$ cat src/rtl/irqmap_pkg.sv
package irqmap_pkg;
  localparam int unsigned NUM_IN   = 8;
  localparam int unsigned NUM_LVL  = 16;
  localparam int unsigned REG_W    = 8;
  localparam int unsigned LVL_IDXW = $clog2(NUM_LVL);

  // Fixed routing of interrupt input index to priority level (0 = unrouted)
  function automatic logic [LVL_IDXW-1:0] level_of(input int unsigned idx);
    logic [LVL_IDXW-1:0] l;
    case (idx)
      1:       l = LVL_IDXW'(1);
      2:       l = LVL_IDXW'(4);
      3:       l = LVL_IDXW'(6);
      4:       l = LVL_IDXW'(8);
      5:       l = LVL_IDXW'(10);
      7:       l = LVL_IDXW'(14);
      default: l = '0;
    endcase
    return l;
  endfunction

  // Set of levels that at least one input can reach
  function automatic logic [NUM_LVL-1:0] reachable_levels();
    logic [NUM_LVL-1:0] m;
    m = '0;
    for (int unsigned i = 0; i < NUM_IN; i++) begin
      if (level_of(i) != '0) m[level_of(i)] = 1'b1;
    end
    return m;
  endfunction
endpackage

$ cat src/rtl/irqmap_rst_sync.sv
module irqmap_rst_sync #(
  parameter int unsigned STAGES = 2
) (
  input  logic clk,
  input  logic rst_n_async,
  output logic rst_n_sync
);
  logic [STAGES-1:0] chain_q;
  logic [STAGES-1:0] chain_d;

  always_comb begin
    chain_d = {chain_q[STAGES-2:0], 1'b1};
  end

  always_ff @(posedge clk or negedge rst_n_async) begin
    if (!rst_n_async) chain_q <= '0;
    else              chain_q <= chain_d;
  end

  assign rst_n_sync = chain_q[STAGES-1];
endmodule

$ cat src/rtl/irqmap_ctl.sv
module irqmap_ctl #(
  parameter int unsigned      DW      = 8,
  parameter logic [DW-1:0]    WMASK   = 8'hBF,
  parameter logic [DW-1:0]    RST_VAL = 8'h01
) (
  input  logic          clk,
  input  logic          rst_n,
  input  logic          wr_en,
  input  logic [DW-1:0] wr_data,
  output logic [DW-1:0] ctl_d,
  output logic [DW-1:0] ctl_q
);
  always_comb begin
    ctl_d = wr_en ? (wr_data & WMASK) : ctl_q;
  end

  always_ff @(posedge clk or negedge rst_n) begin
    if (!rst_n)     ctl_q <= RST_VAL;
    else if (wr_en) ctl_q <= ctl_d;
  end

  // stored value is the masked write byte
  p_write_masked_r2: assert property (@(posedge clk) disable iff (!rst_n)
    wr_en |=> ctl_q == ($past(wr_data) & WMASK));

  // bits outside the mask never hold a 1
  p_masked_bits_zero_r2: assert property (@(posedge clk) disable iff (!rst_n)
    (ctl_q & ~WMASK) == '0);

  // register holds when not written
  p_hold_r3: assert property (@(posedge clk) disable iff (!rst_n)
    !wr_en |=> $stable(ctl_q));
endmodule

$ cat src/rtl/irqmap_pend.sv
module irqmap_pend
  import irqmap_pkg::*;
#(
  parameter int unsigned N = NUM_IN
) (
  input  logic         clk,
  input  logic         rst_n,
  input  logic [N-1:0] irq_in,
  output logic [N-1:0] pend_d,
  output logic [N-1:0] pend_q
);
  for (genvar i = 0; i < N; i++) begin : g_bit
    if (level_of(i) == '0) begin : g_unrouted
      always_comb pend_d[i] = 1'b0;
      always_ff @(posedge clk or negedge rst_n) begin
        if (!rst_n) pend_q[i] <= 1'b0;
        else        pend_q[i] <= pend_d[i];
      end
      // unrouted inputs never become pending
      p_unrouted_idle_r5: assert property (@(posedge clk) disable iff (!rst_n)
        !pend_q[i]);
    end else begin : g_routed
      always_comb pend_d[i] = irq_in[i];
      always_ff @(posedge clk or negedge rst_n) begin
        if (!rst_n) pend_q[i] <= 1'b0;
        else        pend_q[i] <= pend_d[i];
      end
      // pending bit follows its input one edge later
      p_follow_r6: assert property (@(posedge clk) disable iff (!rst_n)
        1'b1 |=> pend_q[i] == $past(irq_in[i]));
    end
  end
endmodule

$ cat src/rtl/irqmap_fold.sv
module irqmap_fold
  import irqmap_pkg::*;
#(
  parameter int unsigned N = NUM_IN,
  parameter int unsigned L = NUM_LVL
) (
  input  logic         clk,
  input  logic         rst_n,
  input  logic [N-1:0] pend_d,
  input  logic         en_d,
  output logic [L-1:0] lvl_q
);
  logic [N-1:0] route [L];
  logic [L-1:0] lvl_d;

  for (genvar lv = 0; lv < L; lv++) begin : g_lvl
    for (genvar i = 0; i < N; i++) begin : g_in
      if (lv != 0 && level_of(i) == lv) begin : g_hit
        assign route[lv][i] = pend_d[i];
      end else begin : g_miss
        assign route[lv][i] = 1'b0;
      end
    end
    assign lvl_d[lv] = en_d & (|route[lv]);
  end

  always_ff @(posedge clk or negedge rst_n) begin
    if (!rst_n) lvl_q <= '0;
    else        lvl_q <= lvl_d;
  end

  // level 0 is never requested
  p_level0_low_r8: assert property (@(posedge clk) disable iff (!rst_n)
    !lvl_q[0]);

  // unreachable levels stay low
  p_unreachable_low_r8: assert property (@(posedge clk) disable iff (!rst_n)
    (lvl_q & ~reachable_levels()) == '0);
endmodule

$ cat src/rtl/irq_level_map.sv
module irq_level_map
  import irqmap_pkg::*;
#(
  parameter int unsigned          DW      = REG_W,
  parameter logic [REG_W-1:0]     WMASK   = 8'hBF,
  parameter logic [REG_W-1:0]     RST_VAL = 8'h01,
  parameter int unsigned          EN_BIT  = 0
) (
  input  logic              clk,
  input  logic              rst_n,
  input  logic              bus_sel,
  input  logic              bus_we,
  input  logic [DW-1:0]     bus_wdata,
  output logic [DW-1:0]     bus_rdata,
  input  logic [NUM_IN-1:0] irq_in,
  output logic [NUM_LVL-1:0] lvl_out
);
  logic              rst_n_s;
  logic              wr_en;
  logic [DW-1:0]     ctl_d;
  logic [DW-1:0]     ctl_q;
  logic [NUM_IN-1:0] pend_d;
  logic [NUM_IN-1:0] pend_q;

  assign wr_en = bus_sel & bus_we;

  irqmap_rst_sync #(.STAGES(2)) u_rst (
    .clk         (clk),
    .rst_n_async (rst_n),
    .rst_n_sync  (rst_n_s)
  );

  irqmap_ctl #(.DW(DW), .WMASK(WMASK), .RST_VAL(RST_VAL)) u_ctl (
    .clk     (clk),
    .rst_n   (rst_n_s),
    .wr_en   (wr_en),
    .wr_data (bus_wdata),
    .ctl_d   (ctl_d),
    .ctl_q   (ctl_q)
  );

  irqmap_pend #(.N(NUM_IN)) u_pend (
    .clk    (clk),
    .rst_n  (rst_n_s),
    .irq_in (irq_in),
    .pend_d (pend_d),
    .pend_q (pend_q)
  );

  irqmap_fold #(.N(NUM_IN), .L(NUM_LVL)) u_fold (
    .clk    (clk),
    .rst_n  (rst_n_s),
    .pend_d (pend_d),
    .en_d   (ctl_d[EN_BIT]),
    .lvl_q  (lvl_out)
  );

  assign bus_rdata = ctl_q;

  // disabled register forces every level low
  p_disabled_low_r9: assert property (@(posedge clk) disable iff (!rst_n_s)
    !ctl_q[EN_BIT] |-> lvl_out == '0);

  // with the enable on, a routed pending input shows on its level in the same cycle
  p_pend_to_level_r10: assert property (@(posedge clk) disable iff (!rst_n_s)
    (ctl_q[EN_BIT] && pend_q[1]) |-> lvl_out[level_of(1)]);

  // register reads the reset value in the first cycle after reset release
  p_reset_value_r1: assert property (@(posedge clk)
    $rose(rst_n_s) |-> bus_rdata == RST_VAL);
endmodule

$ cat config.mk
export PLATFORM = sky130hd
export DESIGN_NAME = irq_level_map
export DESIGN_NICKNAME = d
export VERILOG_FILES = /design/src/rtl/irqmap_pkg.sv /design/src/rtl/irqmap_rst_sync.sv /design/src/rtl/irqmap_ctl.sv /design/src/rtl/irqmap_pend.sv /design/src/rtl/irqmap_fold.sv /design/src/rtl/irq_level_map.sv
export SDC_FILE = /design/constraint.sdc
export NUM_CORES = 1
export LEC_CHECK = 0
export ABC_AREA = 1
export CAP_MARGIN = 20
export CORE_UTILIZATION = 30
export DETAILED_ROUTE_END_ITERATION = 6
export DONT_BUFFER_PORTS = 1
export PLACE_DENSITY = 0.57
export SLEW_MARGIN = 10
export SYNTH_ARGS = -nofsm -noshare
export SYNTH_HDL_FRONTEND = slang
export SYNTH_SLANG_ARGS = --single-unit
$ cat constraint.sdc
create_clock -name clk -period 0.8 [get_ports clk]
set_clock_uncertainty 0.1 [all_clocks]
set_input_delay 0.04 -clock clk [delete_from_list [all_inputs] [get_ports clk]]
set_output_delay 0.04 -clock clk [all_outputs]
set_load 0.1 [all_outputs]
==> flow_summary.json <==
{
  "max_freq_mhz": 809,
  "setup_ws_ps": -436,
  "antenna_found_initial": 0,
  "clock_latency_ps": 290,
  "worst-path-buf-inv": 1,
  "initial_core_util_pct": 32.2,
  "routabilityCongestion": 0.652,
  "clock_sinks": 15,
  "drive_gt1_share_pct": 48.5,
  "p_per_area_nw_per_um2": 2260,
  "tritoncts": "built",
  "drt_iter0_drc": 6,
  "critPathMaxFanout": 2,
  "portBuffers": 0,
  "period_needed_ps": 1240,
  "io_pins": 44,
  "synth_area_um2": 718,
  "status": "complete, but fails checks",
  "fillers": 193,
  "seq_area_frac_synth_pct": 52.4,
  "route.detailed.drc": 0,
  "leakage_uw": 0.000562,
  "rows": 17,
  "setup_viol": 24,
  "layout_commonest_cell": "dlygate4sd3_1",
  "layout_common_cells": "dlygate4sd3_1 (14), buf_12 (13), conb_1 (12)",
  "wl_per_cell_um": 9.76,
  "maxSlewViolCount": 0,
  "placed_cell_area_um2": 978,
  "whs_ps": -207,
  "clock-root-buffer": "clkbuf_4",
  "via_count": 498,
  "violations": "hold timing, setup timing",
  "numCtsBuffers": 3,
  "groute.usage.overall_pct": 10.2,
  "required_ps": 660,
  "dr.pass1.iters": 2,
  "holdCritStartpoint": "bus_we",
  "die_w_um": 50.9,
  "grt_pass1_wl_um": 1940,
  "grt_max_degree": 10,
  "ys_warn_count": 0,
  "synth_seq_cells": 15,
  "nets": 120,
  "syn_inst": 67,
  "syn_to_final_growth_pct": 68.5,
  "endpoint_kind": "primary output",
  "maxCapViolations": 0,
  "avgSynthCellArea_um2": 10.7,
  "grt.overflow.total": 0,
  "cp_top_family": "flip-flops",
  "core_um2": 2230,
  "grt_setup_unrepaired": "yes",
  "ant_nets": 0,
  "holdBufCountCts": 14,
  "design_area_um2": 1210,
  "die_h_um": 50.9,
  "viasPerCell": 3.92,
  "fin_crit_sh_pct": 155,
  "first_global_vias": 439,
  "critPathSlowestCell": "dfstp_4",
  "drt_wl_total_um": 1240,
  "p_total_uw": 2740,
  "place_hpwl_um": 859,
  "start_kind": "register",
  "slowest_delay_ps": 640,
  "htreeDepth": 1,
  "diodes": 0,
  "finalHoldViolCount": 15,
  "crit_type": "reg2out",
  "dieArea_um2": 2590,
  "synth_cell_type_count": 12,
  "crit_chain": "buf_12",
  "ctsLongestPathBuffers": 2,
  "clkTransAtPathRegs_ps": 100,
  "ir_drop_mv": 0.878,
  "hold_class": "in2reg",
  "critPathArrivalTime_ps": 1100
}
==> sequential cells by signal (all words and copies together) (netlist names), named ones only <==
| name | count |
|---|---|
| u_ctl.ctl_q | 6 |
| u_fold.lvl_q | 6 |
| u_rst.chain_q | 2 |
==> cell usage after synthesis <==
master	count	area share [%]
buf_4	11	11
dfrtp_1	14	49
nand2_8	3	8.4
buf_6	2	3.1
nor2_2	5	4.4
dfstp_2	1	3.7
nand3_1	6	4.2
nand2_1	12	6.3
nand3_4	1	2.4
conb_1	2	1.0
nor2_4	1	1.6
inv_1	9	4.7
==> worst paths after layout <==
kind | depth (start not counted) | endpoint | slack (ps)
min in group asynchronous | 0 | u_fold.lvl_q[14] | -20
worst min register to register | 0 | u_fold.lvl_q[14] | -20
worst max register to register | 5 | u_fold.lvl_q[14] | -380
worst max-delay path | 1 | bus_rdata[0] | -440
worst min-delay path | 2 | u_ctl.ctl_q[7] | -210
max in group asynchronous | 2 | u_rst.chain_q[1] | 60
==> logic make-up (layout without fill, tap and decap cells) <==
group,Yosys count,count (layout),share of synthesized area (%)
AND/OR/NAND/NOR,28,28,27.2
other,2,12,1.05
flip-flops,15,15,52.4
buffers and inverters,22,44,19.3
==> stage by stage <==
stage / std cells / setup slack, ps / hold WS, ps / utilization [%] / setup TNS, ps
finish: 127 / -436 / -207 / 54.2 / -6130
global route: 127 / -459 / -204 / 54.2 / -6830
CTS: 126 / -435 / -205 / 52.2 / -5870
detailed placement: 107 / -234 / -355 / 43.8 / -1780
global placement: 107 / -232 / -356 / 43.8 / -1710
floorplan: 77 / -425 / -356 / - / -5100
==> metal layers <==
layer | GRT usage, % | share of wire (%) | vias to the layer above
met1 | 11.9 | 41 | 239
met5 | 0 | 0 | -
met2 | 18.0 | 54 | 19
met4 | 4.17 | 1.7 | 0
li1 | - | - | 238
met3 | 1.79 | 3.7 | 2
==> report_power, final <==
| part | total [uW] | internal [uW] | switching (uW) | leakage, uW |
|---|---|---|---|---|
| registers | 954 | 870 | 83.2 | 0.000175 |
| logic | 1350 | 419 | 930 | 0.000369 |
| clock network | 433 | 186 | 247 | 0.0000177 |
| total | 2740 | 1480 | 1260 | 0.000562 |
==> cell type report <==
class                           instances  area (um2)  share of cell area (%)
Timing Repair Buffer                   31         434                    35.9
Sequential cell                        15         404                    33.4
Multi-Input combinational cell         40         273                    22.5
Inverter                                9        36.3                    3.00
Tap cell                               28        35.0                    2.90
Clock buffer                            3        22.5                    1.86
Clock inverter                          1        5.00                   0.414
==> timing repair <==
item	CTS	global route
gates resized for setup	3	12
endpoints found under the hold margin	17	15
endpoints found under the setup margin	26	26
cloned	0	0
buffers inserted	1	1
Power figures use the tool's default switching activity.
